## src/rtl/wcq_pkg.sv

```systemverilog
package wcq_pkg;
    localparam int unsigned WCQ_WARPS = 32;
    localparam int unsigned WCQ_DEPTH = 16;

    // circular increment for any depth, not only powers of two
    function automatic int unsigned wcq_wrap(input int unsigned idx, input int unsigned depth);
        return (idx + 1 == depth) ? 0 : idx + 1;
    endfunction
endpackage

```

## src/rtl/wcq_slot_ring.sv

```systemverilog
module wcq_slot_ring #(
    parameter int unsigned DEPTH = 16,
    parameter int unsigned WID_W = 5,
    parameter int unsigned PTR_W = (DEPTH > 1) ? $clog2(DEPTH) : 1
) (
    input  logic             clk,
    input  logic             rst,
    input  logic             alloc_fire,
    input  logic [WID_W-1:0] alloc_warp,
    input  logic             mark_fire,
    input  logic [PTR_W-1:0] mark_slot,
    output logic             full,
    output logic [PTR_W-1:0] tail_slot,
    output logic             head_commit,
    output logic [WID_W-1:0] head_warp
);
    localparam int unsigned CNT_W = $clog2(DEPTH + 1);

    typedef struct packed {
        logic [DEPTH-1:0]            vld;
        logic [DEPTH-1:0]            fin;
        logic [DEPTH-1:0][WID_W-1:0] wid;
        logic [PTR_W-1:0]            head;
        logic [PTR_W-1:0]            tail;
        logic [CNT_W-1:0]            cnt;
    } ring_t;

    ring_t st_d, st_q;

    assign head_commit = st_q.vld[st_q.head] && st_q.fin[st_q.head];
    assign head_warp   = st_q.wid[st_q.head];
    assign full        = (st_q.cnt == CNT_W'(DEPTH));
    assign tail_slot   = st_q.tail;

    always_comb begin
        st_d = st_q;
        if (mark_fire) begin
            st_d.fin[mark_slot] = 1'b1;
        end
        if (alloc_fire) begin
            st_d.vld[st_q.tail] = 1'b1;
            st_d.fin[st_q.tail] = 1'b0;
            st_d.wid[st_q.tail] = alloc_warp;
            st_d.tail = PTR_W'(wcq_pkg::wcq_wrap(32'(st_q.tail), DEPTH));
        end
        // commit last so that freeing the head wins over any late mark
        if (head_commit) begin
            st_d.vld[st_q.head] = 1'b0;
            st_d.fin[st_q.head] = 1'b0;
            st_d.head = PTR_W'(wcq_pkg::wcq_wrap(32'(st_q.head), DEPTH));
        end
        case ({alloc_fire, head_commit})
            2'b10:   st_d.cnt = st_q.cnt + 1'b1;
            2'b01:   st_d.cnt = st_q.cnt - 1'b1;
            default: st_d.cnt = st_q.cnt;
        endcase
    end

    always_ff @(posedge clk) begin
        if (rst) st_q <= '0;
        else     st_q <= st_d;
    end

    AST_COUNT_BOUNDED: assert property (@(posedge clk) disable iff (rst)
        st_q.cnt <= CNT_W'(DEPTH));
    AST_NO_ALLOC_WHEN_FULL: assert property (@(posedge clk) disable iff (rst)
        alloc_fire |-> !full);
    AST_HEAD_ADVANCES: assert property (@(posedge clk) disable iff (rst)
        head_commit |=> ((DEPTH == 1) || (st_q.head != $past(st_q.head))));
    AST_MARK_LIVE_SLOT: assert property (@(posedge clk) disable iff (rst)
        mark_fire |-> st_q.vld[mark_slot]);
endmodule

```

## src/rtl/wcq_warp_map.sv

```systemverilog
module wcq_warp_map #(
    parameter int unsigned NUM_WARPS = 32,
    parameter int unsigned WID_W     = 5,
    parameter int unsigned PTR_W     = 4
) (
    input  logic             clk,
    input  logic             rst,
    input  logic             alloc_fire,
    input  logic [WID_W-1:0] alloc_warp,
    input  logic [PTR_W-1:0] alloc_slot,
    output logic             alloc_busy,
    input  logic             free_fire,
    input  logic [WID_W-1:0] free_warp,
    output logic             free_live,
    input  logic [WID_W-1:0] look_warp,
    output logic             look_hit,
    output logic [PTR_W-1:0] look_slot
);
    typedef struct packed {
        logic [NUM_WARPS-1:0]            live;
        logic [NUM_WARPS-1:0][PTR_W-1:0] slot;
    } map_t;

    map_t st_d, st_q;

    assign alloc_busy = st_q.live[alloc_warp];
    assign free_live  = st_q.live[free_warp];
    assign look_hit   = st_q.live[look_warp];
    assign look_slot  = st_q.slot[look_warp];

    always_comb begin
        st_d = st_q;
        if (free_fire) begin
            st_d.live[free_warp] = 1'b0;
        end
        if (alloc_fire) begin
            st_d.live[alloc_warp] = 1'b1;
            st_d.slot[alloc_warp] = alloc_slot;
        end
    end

    always_ff @(posedge clk) begin
        if (rst) st_q <= '0;
        else     st_q <= st_d;
    end

    AST_ALLOC_UNMAPPED: assert property (@(posedge clk) disable iff (rst)
        alloc_fire |-> !st_q.live[alloc_warp]);
    AST_FREE_MAPPED: assert property (@(posedge clk) disable iff (rst)
        free_fire |-> st_q.live[free_warp]);
    AST_ALLOC_SETS_LIVE: assert property (@(posedge clk) disable iff (rst)
        alloc_fire |=> st_q.live[$past(alloc_warp)]);
endmodule

```

## src/rtl/wcq_top.sv

```systemverilog
module wcq_top #(
    parameter int unsigned NUM_WARPS = wcq_pkg::WCQ_WARPS,
    parameter int unsigned DEPTH     = wcq_pkg::WCQ_DEPTH,
    parameter int unsigned WID_W     = $clog2(NUM_WARPS)
) (
    input  logic             clk,
    input  logic             rst,
    input  logic             alloc_valid,
    input  logic [WID_W-1:0] alloc_warp,
    output logic             alloc_ready,
    input  logic             done_valid,
    input  logic [WID_W-1:0] done_warp,
    output logic             commit_valid,
    output logic [WID_W-1:0] commit_warp,
    output logic             err_unknown
);
    localparam int unsigned PTR_W = (DEPTH > 1) ? $clog2(DEPTH) : 1;

    typedef struct packed {
        logic err;
    } top_t;

    top_t st_d, st_q;

    logic             full, alloc_busy, alloc_fire;
    logic             look_hit, mark_fire, free_live;
    logic [PTR_W-1:0] tail_slot, look_slot;

    assign alloc_ready  = !full && !alloc_busy;
    assign alloc_fire   = alloc_valid && alloc_ready;
    assign mark_fire    = done_valid && look_hit;
    assign err_unknown  = st_q.err;

    wcq_slot_ring #(.DEPTH(DEPTH), .WID_W(WID_W), .PTR_W(PTR_W)) ring_i (
        .clk        (clk),
        .rst        (rst),
        .alloc_fire (alloc_fire),
        .alloc_warp (alloc_warp),
        .mark_fire  (mark_fire),
        .mark_slot  (look_slot),
        .full       (full),
        .tail_slot  (tail_slot),
        .head_commit(commit_valid),
        .head_warp  (commit_warp)
    );

    wcq_warp_map #(.NUM_WARPS(NUM_WARPS), .WID_W(WID_W), .PTR_W(PTR_W)) map_i (
        .clk        (clk),
        .rst        (rst),
        .alloc_fire (alloc_fire),
        .alloc_warp (alloc_warp),
        .alloc_slot (tail_slot),
        .alloc_busy (alloc_busy),
        .free_fire  (commit_valid),
        .free_warp  (commit_warp),
        .free_live  (free_live),
        .look_warp  (done_warp),
        .look_hit   (look_hit),
        .look_slot  (look_slot)
    );

    always_comb begin
        st_d     = st_q;
        st_d.err = done_valid && !look_hit;
    end

    always_ff @(posedge clk) begin
        if (rst) st_q <= '0;
        else     st_q <= st_d;
    end

    AST_ERR_AFTER_MISS: assert property (@(posedge clk) disable iff (rst)
        err_unknown |-> $past(done_valid));
    AST_COMMIT_MAPPED: assert property (@(posedge clk) disable iff (rst)
        commit_valid |-> free_live);
endmodule

```

## config.mk

```make
export PLATFORM = sky130hd
export DESIGN_NAME = wcq_top
export DESIGN_NICKNAME = d
export VERILOG_FILES = /design/src/rtl/wcq_pkg.sv /design/src/rtl/wcq_slot_ring.sv /design/src/rtl/wcq_warp_map.sv /design/src/rtl/wcq_top.sv
export SDC_FILE = /design/constraint.sdc
export NUM_CORES = 1
export LEC_CHECK = 0
export BUFFER_PORTS_ARGS = -buffer_cell sky130_fd_sc_hd__buf_2
export CAP_MARGIN = 20
export CORE_MARGIN = 3
export CORE_UTILIZATION = 40
export CTS_CLUSTER_DIAMETER = 60
export DETAILED_ROUTE_END_ITERATION = 16
export HOLD_SLACK_MARGIN = 0.02
export REMOVE_ABC_BUFFERS = 1
export SYNTH_ARGS = -nofsm -noshare
export SYNTH_HDL_FRONTEND = slang
export SYNTH_SLANG_ARGS = --single-unit
```

## constraint.sdc

```tcl
create_clock -name clk -period 6.73 [get_ports clk]
set_clock_uncertainty 0.2 [all_clocks]
set_input_delay 0.3365 -clock clk [delete_from_list [all_inputs] [get_ports clk]]
set_output_delay 0.3365 -clock clk [all_outputs]
set_load 0.005 [all_outputs]
```

# Yosys cells after proc, flatten, opt, wreduce, memory -nomap -nowiden
# Cells that the tools add are included.
# word_totals
reg_bits,286
inputBits,14
out_inout_bits,8
elab_cells,135
# classes
addsub,4
magnitude_cmp,11
n_eq_ne,5
muxes,36
bitwise_logic,10
reduce_logical,14
# op_table
cell,count
two-way mux 160 bit,1
bitwise mux 128 bit,1
two-way mux 112 bit,1
bitwise mux 80 bit,1
two-way mux 32 bit,2
bitwise AND 16 bit,3
bitwise AND 32 bit,1
inverter 16 bit,2
inverter 32 bit,1
bitwise OR 16 bit,2
bitwise OR 32 bit,1
binary-select mux 4 bit (select 5 bit),1
binary-select mux 5 bit (select 4 bit),1
demux 4 bit (select 5 bit),1
demux 5 bit (select 4 bit),1
less-than comparator 5 x 6 -> 1 bit (second input constant),3
two-way mux 16 bit,1
two-way mux 4 bit,4
equality test 5 bit (second input constant),3
less-than comparator 4 x 5 -> 1 bit (second input constant),3
demux 1 bit (select 4 bit),3
greater-or-equal comparator 4 x 1 -> 1 bit (second input constant),3
adder 4 x 1 -> 5 bit (second input constant),2
binary-select mux 1 bit (select 5 bit),2
13 further kinds,36

# Longest topological paths before layout
# depth
ltp_word,12
depth_mapped,19
ltp_nobuf,16

# By module
# A second synthesis with hierarchy kept.
# unflattened
cells_unflattened,1568
hier_area_um2,13823.3
# by_module_without_submodules
module,n_inst,cells_per_inst,area_per_inst_um2,seq_area_each_um2
wcq_warp_map,1,873,7918.8,3203.1
wcq_slot_ring,1,690,5849.4,2502.4
wcq_top,1,5,55.1,20.0

# Least setup slack after synthesis
# No wires, ideal clock.
# synth_timing
path_kind,input to register
from,in alloc_warp[0]
to,reg ring_i.st_q[4] (netlist bit)
setup_time_ps,128
arrival_time_ps,3354
t_required_ps,6402
slack_ps,3049
stages,19
n_path_buf,3
cell_sequence,buf_2 -> mux4_2 -> a22oi_1 -> and2_1 -> o21ai_2 -> inv_2 -> buf_2 -> nand2_1 -> ha_1 -> clkbuf_1 -> xor2_1 -> ha_1 -> nor3b_1 -> a21oi_1 -> o22ai_1 -> nand2_1 -> a21oi_1 -> xnor2_1 -> nor2_1
# synth_via
elab_chain_len,7
elab_cells_between_ends,9
cone_classes,2 x eq/ne; 3 x mux; 4 x reduce/logical
# synth_rtl
item,line_no,text
"start, declared",wcq_top.sv:9,"input logic [WID_W-1:0] alloc_warp,"
binary-select mux 1 bit (select 5 bit) (*),wcq_warp_map.sv:26,assign alloc_busy = st_q.live[alloc_warp];
two-way mux 1 bit (implied by the code) (*),wcq_warp_map.sv:26,
logical NOT 1 bit (*),wcq_top.sv:29,assign alloc_ready = !full && !alloc_busy;
logical AND 1 bit (*),wcq_top.sv:29,
named net alloc_ready,wcq_top.sv:10,"output logic alloc_ready,"
logical AND 1 bit (*),wcq_top.sv:30,assign alloc_fire = alloc_valid && alloc_ready;
equality test 2 x 1 -> 1 bit or equality test 2 bit (tied branches),wcq_slot_ring.sv:52,"case ({alloc_fire, head_commit})"
one-hot mux 5 bit (2 select lines) or nonzero test 2 bit (tied branches),n/a,
"end signal, assigned",wcq_slot_ring.sv:61,else st_q <= st_d;
"end, declared",wcq_slot_ring.sv:28,"ring_t st_d, st_q;"
# Mark *: on every way through the listed nets, which the timed path passes. The rest lies on a longest branch. The select of a mux whose other input is x is not followed.
# A chain may end at the register's enable or synchronous reset.

# Worst setup path after layout
# layout_timing
from,in alloc_warp[4]
to,reg ring_i.st_q[4] (netlist bit)
# layout_via
elab_chain_len,7
elab_cells_between_ends,9
cone_classes,2 x eq/ne; 3 x mux; 4 x reduce/logical
# layout_rtl
item,line_no
binary-select mux 1 bit (select 5 bit) (*),wcq_warp_map.sv:26
two-way mux 1 bit (implied by the code) (*),wcq_warp_map.sv:26
logical NOT 1 bit (*),wcq_top.sv:29
logical AND 1 bit (*),wcq_top.sv:29
logical AND 1 bit (*),wcq_top.sv:30
equality test 2 x 1 -> 1 bit or equality test 2 bit (tied branches),wcq_slot_ring.sv:52
one-hot mux 5 bit (2 select lines) or nonzero test 2 bit (tied branches),n/a
# Mark *: on every way between the ends. The rest lies on a longest branch, timed or not. The select of a mux whose other input is x is not followed.

==> results.md <==
- CTS Buffer Depth: 3
- Most instantiated cells after synthesis: dfxtp_1 (286), nor2_1 (207), mux2i_1 (202)
- Synth area leader: dfxtp_1
- FP Rows: 66
- Max_slew headroom: 28.7%
- Design Area, Final: 14900 sq um
- Reg2Reg Setup Slack: 2.32 ns
- Post-cts resize count: 0
- DRT Pass-1 Iters: 5
- Drt wl/cell: between 15 and 20 microns
- HPWL Detailed: between 20000 and 25000 microns
- RD Place Congestion: 0.868
- Syn avg cell area: 9.72 sq um
- Worst-path clk slew: 0.06 ns
- Die area: 35900 sq um
- Critical-path top delay cell: o21ai_4
- Ys async rst share: 0%
- Total GRT Usage: approximately 20%
- Hold EP: ring_i.tail_slot[0]
- Max-slew violations: 0
- H-Tree Depth: 2
- Die X-Extent: 189 microns
- Largest net degree at the start of global routing: 107
- Worst IR Drop VDD: 0.149 mV
- F_max: 0.221 GHz
- Seq/Total Area, Yosys: a little over two fifths
- FF+latch count, synth: 286
- Post-route minimum period: between 4 and 5 ns
- Crit share post-route: between 60% and 70%
- Post-route antenna net violation count: 0
- Netlist Area Pre-Place: around 13000 sq um
- Buffers on Ports: 21
- Largest cells by area after synthesis: dfxtp_1 (43%), mux2i_1 (15%), mux4_2 (10%)
- Crit Path Category: in2reg
- IO Count: 22
- Most used flip-flop cell after synthesis: dfxtp_1
- TritonCTS Buffers: 34
- RSZ-0062 raised after global routing: false
- Nets: 1367
- Post CTS Setup Buffer Count: 0
- Worst R2R Start: ring_i.st_q[10]
- Worst Path Required: 6.89 ns
- Top layer in use: met4
- Endpoint class of the critical path: flip-flop
- Worst min path class: in2reg
- Met3 WL: 2220 microns
- Routed WL: ~36000 microns
- Placed Area: ~14000 sq um
- Cell variety after synth: 61
- Worst slew pin tran: approximately 1.1 ns
- PD cells: 268 nW/um^2
- TritonCTS Sinks: ~290
- Worst skew pair latency: around 0.52 ns
- Crit Path Max Fanout: 28
- Ys Warns: 0
- Crit-path cells: buf_2, nand3b_1, o22ai_1, a41o_1, o21ai_4, inv_2, nand2_1, ha_1, xor2_1, ha_1, nor2b_1, a21oi_1, o22ai_1, nand2_1, a21oi_1, xnor2_1, nor2_1
- Final hold violations: 0
- # DRC: 0
- Yosys top cell area share: roughly 43%
- Worst path top cell family by delay: compound AO/OA/AOI/OAI gates
- Static leakage: 5.98 nW
- Critical Path AT: 4.68 ns
- Hold-critical path depth: 3
- Via count: 10200
- Initial Utilization: around two fifths
- Met2 WL: around 17000 microns
- Max-Cap Viols: 0
- Core area: 32900 sq um
- Most frequent cell after synthesis: dfxtp_1
- Hold Path Origin: alloc_valid
- First-iteration detailed-routing DRC count: 929
- Cells after synthesis: 1385
- CP startpoint kind: primary input
- Area growth syn-to-layout: 10.4%
- CTS tree: yes
- Vias in the first global route: 9849
- Wire length on met1: 16200 microns
- Reg-to-Reg End: ring_i.st_q[4]
- First-pass GRT wire length: 57300 microns
- Final setup fails: 0
- Final setup TNS: 0 ns
- Clk root buf: clkbuf_16
- Share of layout cells above drive strength 1: 13.9%
- Buf+Inv Stages, Crit Path: 2
- Max incr delay on CP: 0.75 ns
- Status: finished clean
- Antenna violations before repair: 0
- Inserted Diodes: 0
- Die Span Y: 189 microns
- Post-synth EDFFs: 0
- Overflow after GRT: 0
- Routed vias/inst: approximately 5.6
- Path depth of the worst reg2reg path: 16
## cell families after synthesis
| kind of cell | after synthesis | share of synthesized area, % |
|---|---|---|
| AOI/OAI and AO/OA | 200 | 8.64 |
| xor gates and xnor gates | 10 | 0.651 |
| adders and majority gates | 11 | 1.02 |
| buffers and inverters | 153 | 4.83 |
| DFF | 286 | 42.5 |
| muxes | 269 | 25.7 |
| and+or+nand+nor | 456 | 16.6 |
## where the power goes
part	switching, mW	internal (mW)
logic	0.279	0.136
registers	0.0230	1.72
clock network	0.739	1.09
## area by class of cell
cell class,count,area (sq um)
clock inverter,17,194
multi-input combinational,946,7100
tap,442,553
inverter,39,146
fill,3192,18000
clock buffer,44,918
sequential,286,5730
timing repair buffer,35,221
## timing repair
item	4_1_cts	5_1_grt
setup endpoints to repair	0	0
hold endpoints to repair	1	0
hold buffers	1	0
## metal layers
| layer | global-route usage, % | vias to the layer above |
|---|---|---|
| li1 | - | 4810 |
| met1 | 28.0 | 4991 |
| met2 | 32.2 | 319 |
| met3 | 3.37 | 57 |
| met4 | 5.72 | 0 |
| met5 | 0 | - |
## worst max-delay path by stage
stage / from / endpoint / cells after the start
after floorplan: alloc_warp[4] / ring_i.st_q[4] / 16
after global placement: alloc_warp[4] / ring_i.st_q[4] / 17
after detailed placement: alloc_warp[4] / ring_i.st_q[4] / 17
after CTS: alloc_warp[4] / ring_i.st_q[4] / 17
after global routing: alloc_warp[4] / ring_i.st_q[4] / 17
final: alloc_warp[4] / ring_i.st_q[4] / 17
## through the flow
stage                     utilization (%)  cells  hold slack (ns)  total power, mW  worst slack (ns)
after floorplan                         -   1271            0.205             2.02              2.40
after global placement               41.8   1747            0.239             2.18              1.85
after detailed placement             41.8   1747            0.246             2.19              1.74
after CTS                            45.2   1809            0.118             4.02              2.26
after global routing                 45.2   1809            0.160             4.14              1.87
final                                45.2   1809            0.158             3.98              2.21
## layout by cell type, fill, tap and decap left out, types with 8 or more instances in the layout
cell       instances
a21boi_0          13
a21oi_1          109
and3_1            11
buf_2             20
buf_4             13
clkbuf_16         34
clkinv_2           8
dfxtp_1          285
ha_1              11
inv_1             37
mux2i_1          202
mux4_2            61
nand2_1           85
nand3_1           61
nor2_1           207
nor2b_1           12
nor3_4             9
o21ai_0           23
o21ai_1           14
or3_1             12
## worst register-to-register path, cell delays in order, from the launching register on
cell and delay [ns]:
dfxtp_1 0.62, buf_4 0.41, and3_1 0.22, a311oi_1 0.06
a2111oi_2 0.71, nor4_2 0.18, inv_1 0.26, ha_1 0.38
xor2_1 0.18, ha_1 0.20, nor2b_1 0.19, a21oi_1 0.09
o22ai_1 0.13, nand2_1 0.07, a21oi_1 0.16, xnor2_1 0.14
nor2_1 0.05
(Power assumes the default switching activity.)
